File: config.mk
export PLATFORM = sky130hd
export DESIGN_NAME = irq_status_ctrl
export DESIGN_NICKNAME = d
export VERILOG_FILES = /design/src/rtl/irqsc_pkg.sv /design/src/rtl/irqsc_status_bank.sv /design/src/rtl/irqsc_enable_reg.sv /design/src/rtl/irqsc_irq_gen.sv /design/src/rtl/irqsc_readback.sv /design/src/rtl/irq_status_ctrl.sv
export SDC_FILE = /design/constraint.sdc
export NUM_CORES = 1
export LEC_CHECK = 0
export ABC_AREA = 0
export BUFFER_PORTS_ARGS = -buffer_cell sky130_fd_sc_hd__buf_2
export CAP_MARGIN = 20
export CORE_MARGIN = 1
export CORE_UTILIZATION = 30
export CTS_CLUSTER_SIZE = 20
export DETAILED_ROUTE_END_ITERATION = 6
export HOLD_SLACK_MARGIN = 0.02
export PLACE_DENSITY = 0.57
export SETUP_SLACK_MARGIN = 0.5
export SLEW_MARGIN = 25
export SYNTH_ARGS = -nofsm -noshare
export SYNTH_HDL_FRONTEND = slang
export SYNTH_SLANG_ARGS = --single-unit
File: constraint.sdc
create_clock -name clk -period 2.85 [get_ports clk]
set_input_delay 0.285 -clock clk [delete_from_list [all_inputs] [get_ports clk]]
set_output_delay 0.285 -clock clk [all_outputs]
set_load 0.02 [all_outputs]
File: src/rtl/irqsc_pkg.sv
package irqsc_pkg;
  localparam int unsigned REG_W    = 32;
  localparam int unsigned EV_W     = 15;
  localparam int unsigned PS_W     = 3;
  localparam int unsigned ASUM_POS = 15;
  localparam int unsigned NSUM_POS = 16;
  localparam int unsigned RXS_LSB  = 17;
  localparam int unsigned TXS_LSB  = RXS_LSB + PS_W;
  localparam int unsigned PAD_W    = REG_W - TXS_LSB - PS_W;

  // group membership of the event positions
  localparam logic [EV_W-1:0] NRM_GRP = 15'h4845;
  localparam logic [EV_W-1:0] ABN_GRP = 15'h27AA;
  localparam logic [EV_W-1:0] EV_IMPL = NRM_GRP | ABN_GRP;

  // writable bits of the enable word: events plus both group gates
  localparam logic [REG_W-1:0] EN_WMASK =
    {{(REG_W-EV_W-2){1'b0}}, 2'b11, EV_IMPL};

  typedef enum logic [PS_W-1:0] {
    TXP_STOPPED  = 3'b000,
    TXP_FETCH    = 3'b001,
    TXP_WAIT     = 3'b010,
    TXP_READBUF  = 3'b011,
    TXP_SETUP    = 3'b101,
    TXP_SUSPEND  = 3'b110,
    TXP_CLOSE    = 3'b111
  } txp_state_e;
endpackage

File: src/rtl/irqsc_status_bank.sv
module irqsc_status_bank
  import irqsc_pkg::*;
(
  input  logic            clk,
  input  logic            rst_n,
  input  logic [EV_W-1:0] ev,
  input  logic            clr_we,
  input  logic [EV_W-1:0] clr_data,
  output logic [EV_W-1:0] st_q
);
  logic upd;
  logic unused_ev;

  always_comb upd = clr_we | (|(ev & EV_IMPL));
  assign unused_ev = ^(ev & ~EV_IMPL);

  for (genvar i = 0; i < EV_W; i++) begin : g_bit
    if (EV_IMPL[i]) begin : g_flop
      logic q, d;
      always_comb d = ev[i] | (q & ~(clr_we & clr_data[i]));
      always_ff @(posedge clk or negedge rst_n) begin
        if (!rst_n)   q <= 1'b0;
        else if (upd) q <= d;
      end
      assign st_q[i] = q;
    end else begin : g_tie
      assign st_q[i] = 1'b0;
    end
  end

  // an event is never lost to a clearing write in the same cycle
  a_r4_event_wins: assert property (@(posedge clk) disable iff (!rst_n)
    (|(ev & EV_IMPL)) |=> ((st_q & $past(ev & EV_IMPL)) == $past(ev & EV_IMPL)));

  // a clearing write with no competing event clears the selected bits
  a_r3_write_clears: assert property (@(posedge clk) disable iff (!rst_n)
    (clr_we && ((ev & EV_IMPL) == '0)) |=> ((st_q & $past(clr_data)) == '0));

  // a bit can only become set through its strobe
  a_r2_set_by_event_only: assert property (@(posedge clk) disable iff (!rst_n)
    1'b1 |=> ((st_q & ~$past(st_q) & ~$past(ev)) == '0));
endmodule

File: src/rtl/irqsc_enable_reg.sv
module irqsc_enable_reg
  import irqsc_pkg::*;
(
  input  logic             clk,
  input  logic             rst_n,
  input  logic             we,
  input  logic [REG_W-1:0] wdata,
  output logic [REG_W-1:0] en_q
);
  for (genvar i = 0; i < REG_W; i++) begin : g_bit
    if (EN_WMASK[i]) begin : g_flop
      logic q;
      always_ff @(posedge clk or negedge rst_n) begin
        if (!rst_n)  q <= 1'b0;
        else if (we) q <= wdata[i];
      end
      assign en_q[i] = q;
    end else begin : g_tie
      assign en_q[i] = 1'b0;
    end
  end

  // a write lands exactly on the writable bits
  a_r8_enable_write: assert property (@(posedge clk) disable iff (!rst_n)
    we |=> (en_q == ($past(wdata) & EN_WMASK)));
endmodule

File: src/rtl/irqsc_irq_gen.sv
module irqsc_irq_gen
  import irqsc_pkg::*;
(
  input  logic             clk,
  input  logic             rst_n,
  input  logic [EV_W-1:0]  st,
  input  logic [REG_W-1:0] en,
  output logic             nsum,
  output logic             asum,
  output logic             irq
);
  logic [EV_W-1:0] st_en;
  logic            n_hit, a_hit, irq_d, irq_q;
  logic            unused_en;

  assign unused_en = ^en[REG_W-1:NSUM_POS+1];

  always_comb begin
    nsum  = |(st & NRM_GRP);
    asum  = |(st & ABN_GRP);
    st_en = st & en[EV_W-1:0];
    n_hit = en[NSUM_POS] & (|(st_en & NRM_GRP));
    a_hit = en[ASUM_POS] & (|(st_en & ABN_GRP));
    irq_d = n_hit | a_hit;
  end

  always_ff @(posedge clk or negedge rst_n) begin
    if (!rst_n) irq_q <= 1'b0;
    else        irq_q <= irq_d;
  end

  assign irq = irq_q;

  // an enabled bit of an open group raises the line one cycle later
  a_r9_irq_raise: assert property (@(posedge clk) disable iff (!rst_n)
    ((en[NSUM_POS] && ((st & en[EV_W-1:0] & NRM_GRP) != '0)) ||
     (en[ASUM_POS] && ((st & en[EV_W-1:0] & ABN_GRP) != '0))) |=> irq);

  // no enabled pending bit means the line is low one cycle later
  a_r10_irq_quiet: assert property (@(posedge clk) disable iff (!rst_n)
    ((st & en[EV_W-1:0]) == '0) |=> !irq);
endmodule

File: src/rtl/irqsc_readback.sv
module irqsc_readback
  import irqsc_pkg::*;
(
  input  logic             clk,
  input  logic             rst_n,
  input  logic             rd_en,
  input  logic             sel_st,
  input  logic             sel_en,
  input  logic [REG_W-1:0] st_word,
  input  logic [REG_W-1:0] en_word,
  output logic [REG_W-1:0] rdata
);
  logic [REG_W-1:0] mux_d, rdata_q;

  always_comb begin
    mux_d = '0;
    if (sel_st)      mux_d = st_word;
    else if (sel_en) mux_d = en_word;
  end

  always_ff @(posedge clk or negedge rst_n) begin
    if (!rst_n)     rdata_q <= '0;
    else if (rd_en) rdata_q <= mux_d;
  end

  assign rdata = rdata_q;

  // read data only moves on a read strobe
  a_r12_rdata_hold: assert property (@(posedge clk) disable iff (!rst_n)
    !rd_en |=> $stable(rdata));
endmodule

File: src/rtl/irq_status_ctrl.sv
module irq_status_ctrl
  import irqsc_pkg::*;
#(
  parameter int unsigned          ADDR_W    = 4,
  parameter logic [ADDR_W-1:0]    STAT_ADDR = 4'd0,
  parameter logic [ADDR_W-1:0]    EN_ADDR   = 4'd1
)(
  input  logic              clk,
  input  logic              rst_n,
  input  logic [EV_W-1:0]   ev_strobe,
  input  logic [PS_W-1:0]   rx_state,
  input  logic [PS_W-1:0]   tx_state,
  input  logic [ADDR_W-1:0] reg_addr,
  input  logic              reg_wr,
  input  logic              reg_rd,
  input  logic [REG_W-1:0]  reg_wdata,
  output logic [REG_W-1:0]  reg_rdata,
  output logic              irq
);
  logic [1:0]       rst_pipe;
  logic             rst_ns;
  logic             sel_st, sel_en, wr_st, wr_en;
  logic [EV_W-1:0]  st_bits;
  logic [REG_W-1:0] en_word, st_word;
  logic             nsum, asum;
  logic             unused_wdata;

  always_ff @(posedge clk or negedge rst_n) begin
    if (!rst_n) rst_pipe <= 2'b00;
    else        rst_pipe <= {rst_pipe[0], 1'b1};
  end
  assign rst_ns = rst_pipe[1];

  always_comb begin
    sel_st = (reg_addr == STAT_ADDR);
    sel_en = (reg_addr == EN_ADDR);
    wr_st  = reg_wr & sel_st;
    wr_en  = reg_wr & sel_en;
  end

  assign unused_wdata = 1'b0;

  irqsc_status_bank u_bank (
    .clk      (clk),
    .rst_n    (rst_ns),
    .ev       (ev_strobe),
    .clr_we   (wr_st),
    .clr_data (reg_wdata[EV_W-1:0]),
    .st_q     (st_bits)
  );

  irqsc_enable_reg u_en (
    .clk   (clk),
    .rst_n (rst_ns),
    .we    (wr_en),
    .wdata (reg_wdata),
    .en_q  (en_word)
  );

  irqsc_irq_gen u_irq (
    .clk   (clk),
    .rst_n (rst_ns),
    .st    (st_bits),
    .en    (en_word),
    .nsum  (nsum),
    .asum  (asum),
    .irq   (irq)
  );

  assign st_word = {{PAD_W{1'b0}}, tx_state, rx_state, nsum, asum, st_bits};

  irqsc_readback u_rd (
    .clk     (clk),
    .rst_n   (rst_ns),
    .rd_en   (reg_rd),
    .sel_st  (sel_st),
    .sel_en  (sel_en),
    .st_word (st_word),
    .en_word (en_word),
    .rdata   (reg_rdata)
  );

  // summaries agree with the group contents
  a_r5_nsum: assert property (@(posedge clk) disable iff (!rst_ns)
    nsum == ((st_bits & NRM_GRP) != '0));
  a_r6_asum: assert property (@(posedge clk) disable iff (!rst_ns)
    asum == ((st_bits & ABN_GRP) != '0));
endmodule

Word level (Yosys, flattened, before mapping) --
Cells that the tools add are included.
Cells by class: reductions and logical operators 6, bitwise operators 59, multiplexer cells 2, equality and inequality tests 1
Operator list (number):
- $and 1x1->1 | 30
- $mux 23 | 1
- $mux 17 | 1
- $reduce_or 8->1 | 2
- $and 15x15->15 | 1
- $or 1x1->1 | 15
- $not 1->1 | 13
- $reduce_or 13->1 | 1
- $reduce_or 5->1 | 2
- $eq 4x1->1 const B | 1
- $logic_not 4->1 | 1
Word-level totals: word-level logic and storage cells 99, flip-flop bits (word level) 63

Longest topological paths before layout --
word-level depth 6, mapped depth 4, depth with buffers taken out 3

Hierarchy --
A second synthesis with hierarchy kept.
Second synthesis, totals: cells, all modules 324, area total of the unflattened synthesis 3276.9 sq um
Modules (own cells, without submodules):
- irqsc_readback | sequential area each 800.8 sq um, cells each 177, instances 1, area an instance 1591.5 sq um
- irqsc_enable_reg | sequential area each 375.4 sq um, cells each 65, instances 1, area an instance 857.1 sq um
- irqsc_status_bank | sequential area each 325.3 sq um, cells each 56, instances 1, area an instance 599.3 sq um
- irqsc_irq_gen | sequential area each 25.0 sq um, cells each 16, instances 1, area an instance 120.1 sq um
- irq_status_ctrl | sequential area each 50.0 sq um, cells each 10, instances 1, area an instance 108.9 sq um

Least setup slack after synthesis --
Ideal clock, no wire load.
path kind input port to flip-flop, start point in reg_addr[3], end point reg u_en.g_bit[10].g_flop.q, path slack 1.455 ns, cell stages on the path 4, buffers on the path 1, required time 2.722 ns, arrival time 1.267 ns, path through nor3b_2 nand3b_2 buf_2 mux2_1
On the way: cells in the longest elaborated chain, start to end 2
Ends and longest elaborated chain:
- start, declared | RTL line irq_status_ctrl.sv:13 | input logic [ADDR_W-1:0] reg_addr,
- $eq 4x1->1 | RTL line irq_status_ctrl.sv:36 | sel_en = (reg_addr == EN_ADDR);
- $and 1x1->1 | RTL line irq_status_ctrl.sv:38 | wr_en = reg_wr & sel_en;
- end signal, assigned | RTL line irqsc_enable_reg.sv:15 | else if (we) q <= wdata[i];
- end, declared | RTL line irqsc_enable_reg.sv:12 | logic q;
Every way passes these cells. A chain may end at the register's enable or synchronous reset.

Final worst setup path --
start point in reg_addr[3], end point reg u_en.g_bit[11].g_flop.q
On the way: cells in the longest elaborated chain, start to end 2
Ends and longest elaborated chain (RTL line):
- $eq 4x1->1 | irq_status_ctrl.sv:36
- $and 1x1->1 | irq_status_ctrl.sv:38
- end signal, assigned | irqsc_enable_reg.sv:15
- end, declared | irqsc_enable_reg.sv:12
Every way passes these cells.

==> metrics.cfg <==
[routing]
drc=0
wl_per_cell_microns=15.6
postRouteWirelength_microns=5280
postRouteAntennaNets=0
dr.first_iter.drc_count=61
first_pass_iters=4
viasPerCell=4.70
vias=1587

[yosys]
synth_top_cells_by_area=dfrtp_1 (59%), mux2_1 (7.6%), a221o_1 (6.8%)
async_flop_share=1.00
synth_seq_cells=52
ys_types=26
synth_top_area_frac=0.585
synth_top_area_cell=dfrtp_1
synth-edff-count=0
yosys_warnings=0
syn_area_sq_um=2220
ys.flop_type=dfrtp_1
avgSynthCellArea_sq_um=13.1
synth_seq_area_share=0.585
syn_inst=170

[placement]
placed_cells=329
portBuffers=63
gp_congestion=0.795
dpl.hpwl_microns=3760

[die]
die_y_microns=88.1
dieWidth_microns=88.1
ios=94
start_util=0.308
fp.coreArea_sq_um=7210
row_count=31
die_area_sq_um=7760

[cts]
postCtsSetupBuffers=0
clockBufferDepth=2
htreeDepth=2
clock-sinks=52
tritoncts=yes
worstSkewPairLatency_ns=0.30
cts_made_buffers=5
cts_root_buffer=clkbuf_8
cts.clk_slew.worst_paths_ns=0.10

[sta]
setup_viol=0
final.setup.tns_ns=0
rsz0062_at_grt=false
fmax_ghz=0.676
slew_violations=0
finClkSkew_ns=0.00805
worstMarginPinSlew_ns=0.717
fin_crit_sh=0.519
period_needed_ns=1.48
hold_viol_final=0
max-slew-margin-rel=0.521

[setup_path]
crit_path_end_kind=flip-flop
critPathKind=input port to flip-flop
cp.required_ns=3.04
arrival_ns=1.67
cp_max_fo=15
start_kind=input port

[power]
p_leak_nw=1.29
p_clk_frac=0.290
swShare=0.270
p_seq_frac=0.578
p_switching_mw=0.408
p_int_mw=1.10
p_comb_frac=0.132
p_per_area_nw_per_um2=554
peakVddDrop_v=0.000208

[grt]
track_usage=0.151
grt_pass1_wl_microns=8600
grt_start_max_net_pins=51
grt_pass1_vias=1634
grt_overflow=0
antenna_found_initial=0

[worst_hold_path]
hold_path.class=input port to flip-flop

[flow_run]
cap_violations=0

[cells_and_area]
nets=299
syn2layout_area_growth_pct=22.8
n_antenna_cell=0
layout_common_cells=buf_2 (63), dfrtp_1 (51), a221o_1 (15), mux2_1 (15)
finalNonFillerCells=338
layout_commonest_cell=buf_2
drive_gt1_frac=0.339

[run_status]
run_status=finished clean

-- stage by stage --
step                worst slack [ns]  hold slack (ns)   util  area, sq um  power (mW)
finish                          1.37            0.150  0.378         2730        1.51
floorplan                       1.30          -0.0106      -         2260        1.01
CTS                             1.34            0.139  0.378         2730        1.54
detailed placement              1.01           0.0724  0.364         2630        1.09
global placement                1.06           0.0701  0.364         2620        1.08
global route                    1.24            0.137  0.378         2730        1.60
-- final cells by class --
cell class              instances  area [sq um]
multi-input cells             109           841
repair buffers                 69           363
flip-flops and latches         52          1310
clock buffers                   7          86.3
well taps                      99           124
clock inverters                 1          7.51
fillers                       740          4480
inverters                       1          3.75
-- synth_stat cells, drive strengths merged (2+ instances only) --
| library cell | n |
|---|---|
| nor2b | 9 |
| a221o | 15 |
| mux2 | 15 |
| nor3 | 2 |
| dfrtp | 52 |
| and2b | 5 |
| conb | 2 |
| nand3 | 13 |
| a21o | 13 |
| a22o | 7 |
| a22oi | 5 |
| nor4 | 2 |
| nor2 | 2 |
| clkbuf | 3 |
| buf | 15 |
| nand2 | 2 |
| nor3b | 2 |
-- sequential cells by signal, indices dropped and copies added (netlist names) --
| signal | cells |
|---|---|
| rst_pipe | 2 |
| u_irq.irq | 1 |
| u_en.g_bit.g_flop.q | 15 |
| u_bank.g_bit.g_flop.q | 13 |
| u_rd.rdata | 21 |
-- metal layers --
metal  part of all wire  vias to the layer above  GRT usage
met5                  0                        -          0
met4             0.0057                        0     0.0396
met3              0.049                        4     0.0320
met2               0.50                       53      0.254
met1               0.45                      779      0.198
li1                   -                      751          -
-- critical path, cell delays in order --
cell and delay, ns:
buf_2 0.11, nor3b_2 0.16, buf_4 0.24, nand3b_2 0.40, mux2_1 0.47
-- cells by family (layout without fill, tap and decap cells) --
kind of cell	after synthesis	count (layout)	share of synthesized area
and+or+nand+nor	40	40	0.115
buffers and inverters	19	78	0.0557
AOI/OAI and AO/OA	42	42	0.164
DFF	52	52	0.585
other	2	12	0.00338
muxes	15	15	0.0760
-- power by group through the flow --
stage               Clock (mW)  Sequential [mW]  Combinational, mW
CTS                      0.459            0.875              0.203
floorplan                    0            0.892              0.115
finish                   0.439            0.874              0.200
global placement             0            0.886              0.197
global route             0.486            0.887              0.224
detailed placement           0            0.889              0.202
-- worst paths after layout --
check	startpoint	endpoint	slack (ns)	depth (start not counted)
max in group asynchronous	rst_pipe[1]$_DFF_PN0_	u_bank.g_bit[3].g_flop.q$_DFFE_PN0P_	2.03	0
setup reg to reg	u_bank.g_bit[10].g_flop.q$_DFFE_PN0P_	u_rd.rdata[15]$_DFFE_PN0P_	1.49	3
min in group asynchronous	rst_n	rst_pipe[1]$_DFF_PN0_	0.29	2
setup / recovery	reg_addr[3]	u_en.g_bit[11].g_flop.q$_DFFE_PN0P_	1.37	5
hold / removal	ev_strobe[10]	u_bank.g_bit[10].g_flop.q$_DFFE_PN0P_	0.15	2
hold reg to reg	rst_pipe[1]$_DFF_PN0_	u_en.g_bit[1].g_flop.q$_DFFE_PN0P_	0.35	0
-- repair_timing --
| action | 4_1_cts | 5_1_grt |
|---|---|---|
| resized for setup | 0 | 0 |
| hold buffers | 1 | 0 |
| hold endpoints to repair | 2 | 0 |
Note: power is estimated with default switching activity, not from simulation.
